**src/rtl/dma_irq_pkg.sv**
```systemverilog
package dma_irq_pkg;
  localparam int REG_W   = 16;
  localparam int NUM_EVT = 6;
  // event bit positions, shared by evt_i, enable and status
  localparam int EVT_TIMEOUT = 0;
  localparam int EVT_DROP    = 1;
  localparam int EVT_HALF    = 2;
  localparam int EVT_FRAME   = 3;
  localparam int EVT_LAST    = 4;
  localparam int EVT_BLOCK   = 5;
  localparam int SYNC_BIT    = NUM_EVT;
  localparam logic [NUM_EVT-1:0] EN_RST =
    NUM_EVT'((1 << EVT_DROP) | (1 << EVT_TIMEOUT));
endpackage

```
**src/rtl/dma_irq_en_reg.sv**
```systemverilog
module dma_irq_en_reg #(
  parameter int                 NUM_EVT = 6,
  parameter logic [NUM_EVT-1:0] RST_VAL = '0
) (
  input  logic               clk_i,
  input  logic               rst_ni,
  input  logic               we_i,
  input  logic [NUM_EVT-1:0] wdata_i,
  output logic [NUM_EVT-1:0] en_o
);
  logic [NUM_EVT-1:0] en_q;

  always_ff @(posedge clk_i or negedge rst_ni) begin
    if (!rst_ni)   en_q <= RST_VAL;
    else if (we_i) en_q <= wdata_i;
  end

  assign en_o = en_q;

  // enables only move on a write
  a_r2_en_stable: assert property (@(posedge clk_i) disable iff (!rst_ni)
    !we_i |=> $stable(en_q));
endmodule

```
**src/rtl/dma_irq_status.sv**
```systemverilog
module dma_irq_status #(
  parameter int NUM_EVT = 6
) (
  input  logic               clk_i,
  input  logic               rst_ni,
  input  logic [NUM_EVT-1:0] evt_i,
  input  logic [NUM_EVT-1:0] en_i,
  input  logic               clr_i,
  output logic [NUM_EVT-1:0] status_o
);
  logic [NUM_EVT-1:0] st_q;

  for (genvar k = 0; k < NUM_EVT; k++) begin : g_bit
    logic set_w;
    assign set_w = evt_i[k] & en_i[k];

    always_ff @(posedge clk_i or negedge rst_ni) begin
      if (!rst_ni) st_q[k] <= 1'b0;
      else         st_q[k] <= set_w | (st_q[k] & ~clr_i);
    end

    // enabled event is recorded
    a_r3_enabled_sets: assert property (@(posedge clk_i) disable iff (!rst_ni)
      (evt_i[k] && en_i[k]) |=> st_q[k]);
    // disabled event never sets a clear bit
    a_r4_disabled_ignored: assert property (@(posedge clk_i) disable iff (!rst_ni)
      (!en_i[k] && !st_q[k]) |=> !st_q[k]);
    // set bit survives until a clearing read
    a_r8_bit_held: assert property (@(posedge clk_i) disable iff (!rst_ni)
      (st_q[k] && !clr_i) |=> st_q[k]);
    // clearing read empties the bit unless an event coincides
    a_r5_read_clears: assert property (@(posedge clk_i) disable iff (!rst_ni)
      (clr_i && !(evt_i[k] && en_i[k])) |=> !st_q[k]);
  end

  assign status_o = st_q;
endmodule

```
**src/rtl/dma_chan_irq.sv**
```systemverilog
module dma_chan_irq
  import dma_irq_pkg::*;
#(
  parameter int ADDR_W = 2
) (
  input  logic               clk_i,
  input  logic               rst_ni,
  input  logic [NUM_EVT-1:0] evt_i,
  input  logic               sync_pend_i,
  input  logic [ADDR_W-1:0]  addr_i,
  input  logic               we_i,
  input  logic               re_i,
  input  logic [REG_W-1:0]   wdata_i,
  output logic [REG_W-1:0]   rdata_o,
  output logic               irq_o
);
  localparam logic [ADDR_W-1:0] ADDR_EN = ADDR_W'(0);
  localparam logic [ADDR_W-1:0] ADDR_ST = ADDR_W'(1);

  logic [NUM_EVT-1:0] en_w, st_w;
  logic               en_we_w, rd_clr_w;
  logic [REG_W-1:0]   rdata_q;
  logic               unused_wdata;

  assign en_we_w      = we_i && (addr_i == ADDR_EN);
  assign rd_clr_w     = re_i && (addr_i == ADDR_ST);
  assign unused_wdata = ^wdata_i[REG_W-1:NUM_EVT];

  dma_irq_en_reg #(
    .NUM_EVT (NUM_EVT),
    .RST_VAL (EN_RST)
  ) i_en_reg (
    .clk_i   (clk_i),
    .rst_ni  (rst_ni),
    .we_i    (en_we_w),
    .wdata_i (wdata_i[NUM_EVT-1:0]),
    .en_o    (en_w)
  );

  dma_irq_status #(
    .NUM_EVT (NUM_EVT)
  ) i_status (
    .clk_i    (clk_i),
    .rst_ni   (rst_ni),
    .evt_i    (evt_i),
    .en_i     (en_w),
    .clr_i    (rd_clr_w),
    .status_o (st_w)
  );

  always_ff @(posedge clk_i or negedge rst_ni) begin
    if (!rst_ni) begin
      rdata_q <= '0;
    end else if (re_i) begin
      unique case (addr_i)
        ADDR_EN: rdata_q <= REG_W'(en_w);
        ADDR_ST: rdata_q <= REG_W'({sync_pend_i, st_w});
        default: rdata_q <= '0;
      endcase
    end
  end

  assign rdata_o = rdata_q;
  assign irq_o   = |st_w;

  // request stays up until a clearing read
  a_r7_irq_held: assert property (@(posedge clk_i) disable iff (!rst_ni)
    (irq_o && !rd_clr_w) |=> irq_o);
  // read data holds between reads
  a_r11_rdata_hold: assert property (@(posedge clk_i) disable iff (!rst_ni)
    !re_i |=> $stable(rdata_o));
endmodule

```
**config.mk**
```make
export PLATFORM = sky130hd
export DESIGN_NAME = dma_chan_irq
export DESIGN_NICKNAME = d
export VERILOG_FILES = /design/src/rtl/dma_irq_pkg.sv /design/src/rtl/dma_irq_en_reg.sv /design/src/rtl/dma_irq_status.sv /design/src/rtl/dma_chan_irq.sv
export SDC_FILE = /design/constraint.sdc
export NUM_CORES = 1
export LEC_CHECK = 0
export BUFFER_PORTS_ARGS = -buffer_cell sky130_fd_sc_hd__buf_2
export CAP_MARGIN = 10
export CORE_MARGIN = 1
export CORE_UTILIZATION = 47
export DETAILED_ROUTE_END_ITERATION = 8
export PLACE_DENSITY = 0.91
export SKIP_LAST_GASP = 1
export SYNTH_ARGS = -nofsm -noshare
export SYNTH_HDL_FRONTEND = slang
export SYNTH_HIERARCHICAL = 1
export SYNTH_SLANG_ARGS = --single-unit
```
**constraint.sdc**
```tcl
create_clock -name clk_i -period 1.8 [get_ports clk_i]
set_input_delay 0.27 -clock clk_i [delete_from_list [all_inputs] [get_ports clk_i]]
set_output_delay 0.27 -clock clk_i [all_outputs]
set_load 0.02 [all_outputs]
```
# Word-level counts from Yosys, hierarchy flattened
# Cells that the tools add are included.
[op_classes]
bitwise_logic = 19
eq_ne = 1
mux = 1
reduce_logical = 4
[op_table]
columns = ["cell", "n"]
rows = [
  ["7-bit case mux with 2 select lines", 1],
  ["1-bit bitwise AND", 12],
  ["1-bit OR", 6],
  ["6-bit OR reduction", 1],
  ["2-bit by 1-bit equality test with 1-bit output (second input constant)", 1],
  ["1-bit logical AND", 2],
  ["2-bit logical NOT", 1],
  ["1-bit NOT", 1],
]
[totals]
out_inout_bits = 17
register_bits = 28
in_bits = 29

# Logic depth before layout (Yosys ltp)
# Gate-level depths: netlist of run 1.
[depth]
ltp_word = 5
mapped_depth = 4
ltp_nobuf = 2

# By module
# The synthesis of run 1 kept the hierarchy.
[by_module_without_submodules]
columns = ["mod", "area_each_um2", "seq_area_each_um2", "cells_per_inst", "n_inst"]
rows = [
  ["dma_chan_irq", 442.9, 175.2, 46, 1],
  ["dma_irq_en_reg", 254.0, 152.6, 13, 1],
  ["dma_irq_status", 225.2, 150.1, 24, 1],
]

# Worst setup path before layout of run 1
# Ideal clock, no wire load.
[synth_path]
path_kind = "input to register"
start = "in addr_i[0]"
end = "reg i_en_reg.en_q[2], in the netlist i_en_reg/en_o[2]"
setup_ns = 0.125
t_arrival_ns = 1.061
required_ns = 1.675
slack_ns = 0.614
cell_stages = 4
path_cell_list = "buf_6 nor3b_1 buf_6 mux2_4"
[synth_via]
elab_chain_len = 2
[synth_rtl]
columns = ["element", "line", "text"]
rows = [
  ["start: declaration", "dma_chan_irq.sv:10", "input logic [ADDR_W-1:0] addr_i,"],
  ["2-bit logical NOT", "dma_chan_irq.sv:25", "assign en_we_w = we_i && (addr_i == ADDR_EN);"],
  ["1-bit logical AND", "dma_chan_irq.sv:25", ""],
  ["named net en_we_w", "dma_chan_irq.sv:21", "logic en_we_w, rd_clr_w;"],
  ["end signal: assignment", "dma_irq_en_reg.sv:15", "else if (we_i) en_q <= wdata_i;"],
  ["end: declaration", "dma_irq_en_reg.sv:11", "logic [NUM_EVT-1:0] en_q;"],
]
# The timed path passes the listed nets, and every way through them passes these cells.
# A chain may end at the register's enable or synchronous reset.

# Worst setup path after layout of run 1
[layout_path]
start = "reg i_status.st_q[4], in the netlist i_status/status_o[4]"
end = "out irq_o"
[layout_via]
elab_chain_len = 1
[layout_rtl]
columns = ["element", "line", "text"]
rows = [
  ["start: declaration", "dma_irq_status.sv:11", "logic [NUM_EVT-1:0] st_q;"],
  ["start signal: indexed assignment", "dma_irq_status.sv:19", "else st_q[k] <= set_w | (st_q[k] & ~clr_i);"],
  ["6-bit OR reduction", "dma_chan_irq.sv:64", "assign irq_o = |st_w;"],
  ["end: declaration", "dma_chan_irq.sv:15", "output logic irq_o"],
]
# Every way passes these cells.

==> flow_results.xml, run 1 <==
<?xml version="1.0" encoding="UTF-8"?>
<metrics>
  <group name="power">
    <metric name="sequentialPowerShare" unit="">0.561</metric>
    <metric name="internal_power" unit="µW">698</metric>
    <metric name="power.clock.fraction" unit="">0.210</metric>
    <metric name="swShare" unit="">0.306</metric>
    <metric name="vdd.ir_drop.worst" unit="µV">601</metric>
    <metric name="p_total" unit="mW">1.01</metric>
    <metric name="power.share.combinational" unit="">0.228</metric>
    <metric name="power.density_cell_area" unit="mW/mm²">948</metric>
    <metric name="net-switching-power" unit="µW">307</metric>
    <metric name="leak_pwr" unit="nW">0.568</metric>
  </group>
  <group name="synth">
    <metric name="yosysTopAreaCellShare" unit="">0.461</metric>
    <metric name="synthesis.yosys.warnings" unit="">6</metric>
    <metric name="ys_ff_latch" unit="">19</metric>
    <metric name="dominant_cell_type_by_area_after_synthesis" unit="">sky130_fd_sc_hd__dfrtp_1</metric>
    <metric name="ys_seq_area_frac" unit="">0.518</metric>
    <metric name="synth_top_area_cells" unit="">sky130_fd_sc_hd__dfrtp_1, sky130_fd_sc_hd__mux2_4, sky130_fd_sc_hd__buf_4, sky130_fd_sc_hd__mux2i_1, sky130_fd_sc_hd__dfstp_2</metric>
    <metric name="yosys.cell_types.count" unit="">17</metric>
    <metric name="post_synth_instance_area" unit="µm²">922</metric>
    <metric name="post_synth_inst_count" unit="">83</metric>
    <metric name="mean_post_synth_cell_area" unit="µm²">11.1</metric>
  </group>
  <group name="sta">
    <metric name="period_needed" unit="ns">1.54</metric>
    <metric name="final-max-slew-violation-count" unit="">0</metric>
    <metric name="setup_total_negative_slack" unit="ns">0</metric>
    <metric name="grt_setup_unrepaired" unit="">false</metric>
    <metric name="highest_clock_rate" unit="MHz">649</metric>
    <metric name="final_worst_setup_slack" unit="ns">0.258</metric>
    <metric name="final_setup_fails" unit="">0</metric>
    <metric name="final.period_utilization" unit="">0.857</metric>
    <metric name="finClkSkew" unit="ns">0.0107</metric>
    <metric name="finalHoldWorstSlack" unit="ns">0.170</metric>
    <metric name="hold_viol" unit="">0</metric>
  </group>
  <group name="drt">
    <metric name="drtIter0Drc" unit="">15</metric>
    <metric name="routed_wire_length_per_instance" unit="µm">11.9</metric>
    <metric name="route.vias.total" unit="">638</metric>
    <metric name="drt_pre_antenna_iters" unit="">4</metric>
    <metric name="drc" unit="">0</metric>
    <metric name="antenna_left" unit="">0</metric>
    <metric name="vias_cell" unit="">4.69</metric>
    <metric name="totalWireLength" unit="µm">1620</metric>
  </group>
  <group name="final_layout">
    <metric name="final_cell_count_no_fill" unit="">136</metric>
    <metric name="antenna-diode-count" unit="">0</metric>
    <metric name="stdcell_area" unit="mm²">0.00106</metric>
    <metric name="area_growth_syn_to_layout" unit="%">15.1</metric>
    <metric name="fill_cells" unit="">159</metric>
    <metric name="nets" unit="">141</metric>
    <metric name="fin_util" unit="">0.595</metric>
    <metric name="layout.cells.most_common" unit="">sky130_fd_sc_hd__buf_2</metric>
    <metric name="share_of_final_layout_standard_cells_stronger_than_drive_strength_1" unit="">0.369</metric>
    <metric name="layout.cells.most_common_list" unit="">sky130_fd_sc_hd__buf_2, sky130_fd_sc_hd__dfrtp_1, sky130_fd_sc_hd__inv_1</metric>
  </group>
  <group name="outcome">
    <metric name="status" unit="">finished clean</metric>
  </group>
  <group name="placed_design">
    <metric name="io_buffer_count" unit="">26</metric>
    <metric name="post_place_cells" unit="">131</metric>
    <metric name="routabilityCongestion" unit="">0.797</metric>
    <metric name="post_detail_place_hpwl" unit="µm">1190</metric>
    <metric name="dpl_cell_area" unit="mm²">0.00102</metric>
    <metric name="pre_cts_ws" unit="ns">0.307</metric>
  </group>
  <group name="critical_path">
    <metric name="endpoint" unit="">irq_o</metric>
    <metric name="cp.required" unit="ns">1.53</metric>
    <metric name="timing.critical_path.fanout_max" unit="">3</metric>
    <metric name="worst_setup_path_class" unit="">reg2out</metric>
    <metric name="reg2regPathDepth" unit="">2</metric>
    <metric name="worst_setup_path_start_kind" unit="">flip-flop</metric>
    <metric name="start_point_of_the_critical_path" unit="">i_status/status_o[4]</metric>
    <metric name="reg_to_reg_setup_timing_slack" unit="ns">0.99</metric>
    <metric name="endpoint_kind_of_the_worst_setup_timing_path" unit="">primary output</metric>
    <metric name="worstReg2RegStart" unit="">i_en_reg/en_o[0]</metric>
    <metric name="worstReg2RegEnd" unit="">rdata_o[0]</metric>
    <metric name="worstPathArrival" unit="ns">1.27</metric>
  </group>
  <group name="floorplanning">
    <metric name="rows" unit="">15</metric>
    <metric name="die-width" unit="µm">46.3</metric>
    <metric name="placeable_area" unit="mm²">0.00178</metric>
    <metric name="io_pins" unit="">46</metric>
    <metric name="dieHeight" unit="µm">46.3</metric>
    <metric name="dieArea" unit="mm²">0.00214</metric>
    <metric name="effective_utilization_at_floorplan" unit="">0.517</metric>
  </group>
  <group name="clocking">
    <metric name="cts_tree" unit="">done</metric>
    <metric name="max-clock-path-buffers" unit="">2</metric>
    <metric name="ctsRootBufferMaster" unit="">sky130_fd_sc_hd__clkbuf_4</metric>
    <metric name="cts_sinks" unit="">19</metric>
    <metric name="cts.reportedPaths.clkPinSlew" unit="ns">0.11</metric>
    <metric name="cts-buffers-inserted" unit="">3</metric>
    <metric name="htree_num_levels" unit="">1</metric>
    <metric name="cts_post_setup_buffers_inserted" unit="">0</metric>
    <metric name="clock_insertion_delay_worst_skew" unit="ns">0.29</metric>
  </group>
  <group name="grt">
    <metric name="first_pass_grt_wire_length" unit="µm">2650</metric>
    <metric name="global_route.usage.total" unit="">0.180</metric>
    <metric name="grt_pass1_vias" unit="">590</metric>
    <metric name="grt_overflow_total" unit="">0</metric>
    <metric name="maximum_number_of_pins_on_one_net_before_global_route_repair" unit="">20</metric>
    <metric name="number_of_antenna_violations_at_the_first_check_in_global_routing" unit="">0</metric>
  </group>
  <group name="min_path">
    <metric name="hold_path.class" unit="">in2reg</metric>
  </group>
  <group name="run">
    <metric name="maxCapViolations" unit="">0</metric>
  </group>
</metrics>
[layout make-up]
class / instances / area, µm² / area share
timing repair buffer: 28 / 148 / 0.139
clock inverter: 1 / 5.00 / 0.00472
sequential: 19 / 478 / 0.450
multi-input combinational: 47 / 328 / 0.309
inverter: 13 / 48.8 / 0.0460
clock buffer: 3 / 22.5 / 0.0212
tap: 25 / 31.3 / 0.0295
[worst max-delay path: stages (launching register included)]
cell and delay [ns]:
sky130_fd_sc_hd__dfrtp_1 0.42, sky130_fd_sc_hd__nor4_1 0.30, sky130_fd_sc_hd__nand2_1 0.10, sky130_fd_sc_hd__buf_2 0.16
[worst min path at each step]
stage / startpoint / end / slack (ns) / cells past startpoint
after floorplan: rst_ni / i_en_reg/en_o[2] / -0.03 / 0
after CTS: evt_i[3] / i_status/status_o[3] / 0.16 / 3
after detailed placement: rst_ni / i_status/status_o[5] / 0.22 / 1
after global routing: wdata_i[2] / i_en_reg/en_o[2] / 0.17 / 2
after global placement: rst_ni / i_en_reg/en_o[5] / 0.22 / 1
final: evt_i[3] / i_status/status_o[3] / 0.17 / 3
[repair_timing]
action | in CTS | in global routing
resized for setup | 0 | 0
hold endpoints to repair | 17 | 0
hold buffers | 1 | 0
[flip-flops by register name, summed over array words and instances (netlist names)]
register           count
rdata_o                7
i_en_reg/en_o          6
i_status/status_o      6
[cells in the mapped netlist (all sizes together)]
cell / count
and3b: 1
buf: 12
conb: 1
dfrtp: 17
dfstp: 2
inv: 13
mux2: 6
mux2i: 6
nand2: 7
nand2b: 1
nand4b: 1
nor2: 1
nor3b: 1
nor4: 1
o21ai: 7
o22ai: 6
[power by group through the flow]
stage | clock network (mW) | registers [mW] | logic [mW]
2_1_floorplan | 0 | 0.584 | 0.153
3_3_place_gp | 0 | 0.565 | 0.221
3_5_place_dp | 0 | 0.570 | 0.229
4_1_cts | 0.221 | 0.564 | 0.232
5_1_grt | 0.247 | 0.577 | 0.257
6_report | 0.211 | 0.564 | 0.230
[kinds of logic after synthesis]
logic type / count (synthesis) / share of synthesized area
simple gates: 13 / 0.0774
other cells: 1 / 0.00407
mux: 12 / 0.163
buf+inv: 25 / 0.159
flops: 19 / 0.518
compound gates: 13 / 0.0787
[per-layer routing]
layer	share of wire	vias up	global-route usage
met4	0	0	0.0647
met1	0.47	297	0.243
met2	0.48	31	0.285
li1	-	310	-
met5	0	-	0
met3	0.050	0	0.0392
(Power assumes the default switching activity.)
==> inputs of run 2 (changes only) <==
REMOVE_ABC_BUFFERS = 1   (was not set)
==> flow_results.xml, run 2 (synthesis results as in run 1) <==
<?xml version="1.0" encoding="UTF-8"?>
<metrics>
  <group name="floorplanning">
    <metric name="io_pins" unit="">46</metric>
    <metric name="dieArea" unit="mm²">0.00214</metric>
    <metric name="effective_utilization_at_floorplan" unit="">0.517</metric>
    <metric name="rows" unit="">15</metric>
    <metric name="placeable_area" unit="mm²">0.00178</metric>
    <metric name="die-width" unit="µm">46.3</metric>
    <metric name="dieHeight" unit="µm">46.3</metric>
  </group>
  <group name="run">
    <metric name="maxCapViolations" unit="">0</metric>
  </group>
  <group name="placed_design">
    <metric name="routabilityCongestion" unit="">0.743</metric>
    <metric name="io_buffer_count" unit="">26</metric>
    <metric name="post_place_cells" unit="">131</metric>
    <metric name="dpl_cell_area" unit="mm²">0.00102</metric>
    <metric name="pre_cts_ws" unit="ns">0.501</metric>
  </group>
  <group name="clocking">
    <metric name="htree_num_levels" unit="">1</metric>
    <metric name="ctsRootBufferMaster" unit="">sky130_fd_sc_hd__clkbuf_4</metric>
    <metric name="cts.reportedPaths.clkPinSlew" unit="ns">0.10</metric>
    <metric name="clock_insertion_delay_worst_skew" unit="ns">0.28</metric>
    <metric name="cts_tree" unit="">done</metric>
    <metric name="cts-buffers-inserted" unit="">3</metric>
    <metric name="cts_sinks" unit="">19</metric>
    <metric name="max-clock-path-buffers" unit="">2</metric>
  </group>
  <group name="power">
    <metric name="power.density_cell_area" unit="mW/mm²">942</metric>
    <metric name="p_total" unit="µW">999</metric>
    <metric name="vdd.ir_drop.worst" unit="µV">398</metric>
    <metric name="leak_pwr" unit="nW">0.565</metric>
  </group>
  <group name="drt">
    <metric name="drc" unit="">0</metric>
    <metric name="route.vias.total" unit="">637</metric>
    <metric name="routed_wire_length_per_instance" unit="µm">11.7</metric>
    <metric name="drt_pre_antenna_iters" unit="">4</metric>
    <metric name="totalWireLength" unit="µm">1590</metric>
    <metric name="antenna_left" unit="">0</metric>
    <metric name="vias_cell" unit="">4.68</metric>
    <metric name="drtIter0Drc" unit="">15</metric>
  </group>
  <group name="sta">
    <metric name="final.period_utilization" unit="">0.848</metric>
    <metric name="finalHoldWorstSlack" unit="ns">0.187</metric>
    <metric name="hold_viol" unit="">0</metric>
    <metric name="period_needed" unit="ns">1.53</metric>
    <metric name="final_setup_fails" unit="">0</metric>
    <metric name="final-max-slew-violation-count" unit="">0</metric>
    <metric name="highest_clock_rate" unit="MHz">655</metric>
    <metric name="setup_total_negative_slack" unit="ns">0</metric>
    <metric name="finClkSkew" unit="ns">0.00241</metric>
    <metric name="grt_setup_unrepaired" unit="">false</metric>
    <metric name="final_worst_setup_slack" unit="ns">0.273</metric>
  </group>
  <group name="min_path">
    <metric name="hold_path.class" unit="">in2reg</metric>
  </group>
  <group name="final_layout">
    <metric name="largest_register_ffs" unit="">7</metric>
    <metric name="final_cell_count_no_fill" unit="">136</metric>
    <metric name="share_of_final_layout_standard_cells_stronger_than_drive_strength_1" unit="">0.360</metric>
    <metric name="layout.cells.most_common" unit="">sky130_fd_sc_hd__buf_2</metric>
    <metric name="antenna-diode-count" unit="">0</metric>
    <metric name="nets" unit="">141</metric>
    <metric name="fin_util" unit="">0.594</metric>
    <metric name="area_growth_syn_to_layout" unit="%">14.9</metric>
    <metric name="layout.cells.most_common_list" unit="">sky130_fd_sc_hd__buf_2, sky130_fd_sc_hd__dfrtp_1, sky130_fd_sc_hd__inv_1</metric>
    <metric name="stdcell_area" unit="mm²">0.00106</metric>
  </group>
  <group name="critical_path">
    <metric name="endpoint_kind_of_the_worst_setup_timing_path" unit="">primary output</metric>
    <metric name="crit_path_max_incr_delay" unit="ns">0.41</metric>
    <metric name="worstPathArrival" unit="ns">1.26</metric>
    <metric name="timing.critical_path.fanout_max" unit="">3</metric>
    <metric name="worst_setup_path_start_kind" unit="">flip-flop</metric>
    <metric name="critical_path.slowest_cell" unit="">sky130_fd_sc_hd__dfrtp_1</metric>
    <metric name="cp.required" unit="ns">1.53</metric>
    <metric name="cell_chain_of_the_critical_path" unit="">nor4_1 -&gt; nand2_1 -&gt; buf_2</metric>
    <metric name="worst_setup_path_class" unit="">reg2out</metric>
  </group>
  <group name="grt">
    <metric name="maximum_number_of_pins_on_one_net_before_global_route_repair" unit="">20</metric>
    <metric name="grt_pass1_vias" unit="">609</metric>
    <metric name="global_route.usage.total" unit="">0.168</metric>
    <metric name="number_of_antenna_violations_at_the_first_check_in_global_routing" unit="">0</metric>
    <metric name="grt_overflow_total" unit="">0</metric>
    <metric name="first_pass_grt_wire_length" unit="µm">2480</metric>
  </group>
  <group name="outcome">
    <metric name="status" unit="">finished clean</metric>
  </group>
</metrics>
## run 2: changes by cell type in the layout (fill, tap and decap cells not counted)
| cell | change |
|---|---|
| sky130_fd_sc_hd__clkinv_2 | -1 |
| sky130_fd_sc_hd__clkbuf_1 | +1 |
## run 2: final timing paths
| check | slack [ns] | cells after the start | endpoint | startpoint |
|---|---|---|---|---|
| max | 0.27 | 3 | irq_o | i_status/status_o[4] |
| min | 0.19 | 3 | i_status/status_o[3] | evt_i[3] |
| max reg2reg | 0.94 | 2 | rdata_o[1] | i_en_reg/en_o[1] |
| min reg2reg | 0.52 | 2 | i_status/status_o[3] | i_en_reg/en_o[3] |
| max in group asynchronous | 1.04 | 2 | i_en_reg/en_o[0] | rst_ni |
| min in group asynchronous | 0.43 | 2 | rdata_o[6] | rst_ni |
## run 2: critical path: cells and delay by family, from the launching register on
kind	cells	cell delay, ns
flops	1	0.41
buf+inv	1	0.16
simple gates	2	0.40
## run 2: area by class of cell
cell class | instances | area (µm²)
Clock buffer | 4 | 26.3
Fill cell | 156 | 723
Tap cell | 25 | 31.3
Multi-Input combinational cell | 47 | 328
Timing Repair Buffer | 28 | 148
Sequential cell | 19 | 478
Inverter | 13 | 48.8
## run 2: repair_timing
action                                 in CTS  in global routing
buffers inserted                            0                  0
hold buffers                                1                  0
endpoints found under the hold margin      17                  0
resized for setup                           0                  0
## run 2: metal layers
layer	routed length, µm	GRT usage	vias up	part of all wire
met5	0	0	-	0
met4	27	0.0824	0	0.017
met3	71	0.0275	4	0.045
met2	798	0.318	28	0.50
met1	687	0.175	296	0.43
li1	-	-	309	-
## run 2: where the power goes
part	switching (mW)	internal, mW
registers	0.0534	0.508
clock network	0.120	0.0860
logic	0.124	0.107
total	0.297	0.702
==> inputs of run 3 (changes only) <==
CORE_UTILIZATION = 44   (was 47)
PLACE_DENSITY = 0.86   (was 0.91)
clock period = 1.5 ns   (was 1.8 ns; I/O delays follow)
==> flow_results.xml, run 3 (synthesis results as in run 1) <==
<?xml version="1.0" encoding="UTF-8"?>
<metrics>
  <group name="final_layout">
    <metric name="share_of_final_layout_standard_cells_stronger_than_drive_strength_1" unit="">0.378</metric>
    <metric name="fill_cells" unit="">186</metric>
    <metric name="largest_register_ffs" unit="">7</metric>
    <metric name="area_growth_syn_to_layout" unit="%">16.0</metric>
    <metric name="layout.cells.most_common" unit="">sky130_fd_sc_hd__buf_2</metric>
    <metric name="layout.cells.most_common_list" unit="">sky130_fd_sc_hd__buf_2, sky130_fd_sc_hd__dfrtp_1, sky130_fd_sc_hd__inv_1</metric>
    <metric name="antenna-diode-count" unit="">0</metric>
    <metric name="final_cell_count_no_fill" unit="">138</metric>
    <metric name="nets" unit="">141</metric>
  </group>
  <group name="critical_path">
    <metric name="endpoint_kind_of_the_worst_setup_timing_path" unit="">primary output</metric>
    <metric name="start_point_of_the_critical_path" unit="">i_status/status_o[4]</metric>
    <metric name="timing.critical_path.fanout_max" unit="">3</metric>
    <metric name="worstPathArrival" unit="ns">1.25</metric>
    <metric name="worstReg2RegStart" unit="">i_en_reg/en_o[1]</metric>
    <metric name="cp.required" unit="ns">1.27</metric>
    <metric name="worstReg2RegEnd" unit="">rdata_o[1]</metric>
    <metric name="reg2regPathDepth" unit="">2</metric>
    <metric name="worst_setup_path_class" unit="">reg2out</metric>
    <metric name="reg_to_reg_setup_timing_slack" unit="ns">0.68</metric>
    <metric name="worst_setup_path_start_kind" unit="">flip-flop</metric>
    <metric name="endpoint" unit="">irq_o</metric>
  </group>
  <group name="grt">
    <metric name="number_of_antenna_violations_at_the_first_check_in_global_routing" unit="">0</metric>
    <metric name="grt_overflow_total" unit="">0</metric>
    <metric name="grt_pass1_vias" unit="">573</metric>
    <metric name="first_pass_grt_wire_length" unit="µm">2280</metric>
    <metric name="maximum_number_of_pins_on_one_net_before_global_route_repair" unit="">20</metric>
    <metric name="global_route.usage.total" unit="">0.149</metric>
  </group>
  <group name="clocking">
    <metric name="cts-buffers-inserted" unit="">3</metric>
    <metric name="ctsRootBufferMaster" unit="">sky130_fd_sc_hd__clkbuf_4</metric>
    <metric name="max-clock-path-buffers" unit="">2</metric>
    <metric name="cts_tree" unit="">done</metric>
    <metric name="htree_num_levels" unit="">1</metric>
    <metric name="clock_insertion_delay_worst_skew" unit="ns">0.29</metric>
    <metric name="cts.reportedPaths.clkPinSlew" unit="ns">0.11</metric>
    <metric name="cts_sinks" unit="">19</metric>
  </group>
  <group name="drt">
    <metric name="routed_wire_length_per_instance" unit="µm">11.5</metric>
    <metric name="top_layer_used" unit="">met3</metric>
    <metric name="totalWireLength" unit="µm">1590</metric>
    <metric name="detailed_route_wirelength_on_metal3" unit="µm">79</metric>
    <metric name="drtIter0Drc" unit="">7</metric>
    <metric name="route.vias.total" unit="">619</metric>
    <metric name="vias_cell" unit="">4.49</metric>
    <metric name="antenna_left" unit="">0</metric>
    <metric name="route.layer.met1.wl" unit="µm">689</metric>
    <metric name="drc" unit="">0</metric>
    <metric name="drt_pre_antenna_iters" unit="">5</metric>
    <metric name="wl_met2" unit="µm">816</metric>
  </group>
  <group name="floorplanning">
    <metric name="rows" unit="">16</metric>
    <metric name="io_pins" unit="">46</metric>
    <metric name="die-width" unit="µm">47.8</metric>
    <metric name="effective_utilization_at_floorplan" unit="">0.470</metric>
    <metric name="placeable_area" unit="mm²">0.00196</metric>
    <metric name="dieHeight" unit="µm">47.8</metric>
    <metric name="dieArea" unit="mm²">0.00228</metric>
  </group>
  <group name="sta">
    <metric name="grt_setup_unrepaired" unit="">true</metric>
    <metric name="final_worst_setup_slack" unit="ns">0.0202</metric>
    <metric name="finClkSkew" unit="ns">0.00988</metric>
    <metric name="final-max-slew-violation-count" unit="">0</metric>
    <metric name="final.period_utilization" unit="">0.987</metric>
    <metric name="period_needed" unit="ns">1.48</metric>
    <metric name="finalHoldWorstSlack" unit="ns">0.134</metric>
    <metric name="highest_clock_rate" unit="MHz">676</metric>
    <metric name="hold_viol" unit="">0</metric>
    <metric name="final_setup_fails" unit="">0</metric>
  </group>
  <group name="power">
    <metric name="power.density_cell_area" unit="mW/mm²">1120</metric>
    <metric name="leak_pwr" unit="nW">0.568</metric>
    <metric name="p_total" unit="mW">1.20</metric>
    <metric name="vdd.ir_drop.worst" unit="µV">475</metric>
  </group>
  <group name="outcome">
    <metric name="status" unit="">finished clean</metric>
  </group>
  <group name="placed_design">
    <metric name="post_place_cells" unit="">133</metric>
    <metric name="pre_cts_ws" unit="ns">0.232</metric>
    <metric name="routabilityCongestion" unit="">0.754</metric>
    <metric name="io_buffer_count" unit="">26</metric>
    <metric name="post_detail_place_hpwl" unit="µm">1210</metric>
  </group>
  <group name="min_path">
    <metric name="hold_path.class" unit="">in2reg</metric>
  </group>
  <group name="run">
    <metric name="maxCapViolations" unit="">0</metric>
  </group>
</metrics>
run 3: what timing repair did:
item | in CTS | in global routing
hold buffers | 1 | 0
setup endpoints to repair | 1 | 1
resized for setup | 1 | 0
buffers inserted | 0 | 0
hold endpoints to repair | 17 | 0
run 3: how the worst min path moves through the flow:
stage / startpoint / endpoint / cells past startpoint
detailed placement: rst_ni / rdata_o[2] / 1
global placement: rst_ni / rdata_o[4] / 1
finish: evt_i[3] / i_status/status_o[3] / 3
floorplan: rst_ni / i_en_reg/en_o[2] / 0
global route: evt_i[3] / i_status/status_o[3] / 3
CTS: evt_i[3] / i_status/status_o[3] / 3
run 3: cell type report:
| class | count | area (µm²) | share of cell area |
|---|---|---|---|
| tap | 27 | 33.8 | 0.0316 |
| sequential | 19 | 478 | 0.447 |
| multi-input combinational | 47 | 334 | 0.312 |
| timing repair buffer | 28 | 148 | 0.138 |
| clock inverter | 1 | 5.00 | 0.00468 |
| clock buffer | 3 | 22.5 | 0.0211 |
| inverter | 13 | 48.8 | 0.0456 |
run 3: where the power goes:
part | total, mW | internal [mW] | switching (mW)
sequential | 0.682 | 0.610 | 0.0719
combinational | 0.273 | 0.129 | 0.144
clock | 0.243 | 0.0990 | 0.144
run 3: per-stage QoR:
stage               setup TNS [ns]  utilization  instance area, µm²
finish                           0        0.545                1070
global route               -0.0442        0.545                1070
CTS                              0        0.545                1070
detailed placement               0        0.523                1030
global placement                 0        0.523                1030
floorplan                        0            -                 855
run 3: per-layer routing:
layer  global-route usage  vias up
met4               0.0500        0
met1                0.165      285
met2                0.273       23
li1                     -      311
met3               0.0377        0
met5                    0        -
run 3: worst max-delay path, cell delays in order, from the launching register on:
cell and delay (ns):
sky130_fd_sc_hd__dfrtp_1 0.42, sky130_fd_sc_hd__nor4_2 0.32, sky130_fd_sc_hd__nand2_1 0.08, sky130_fd_sc_hd__buf_2 0.16
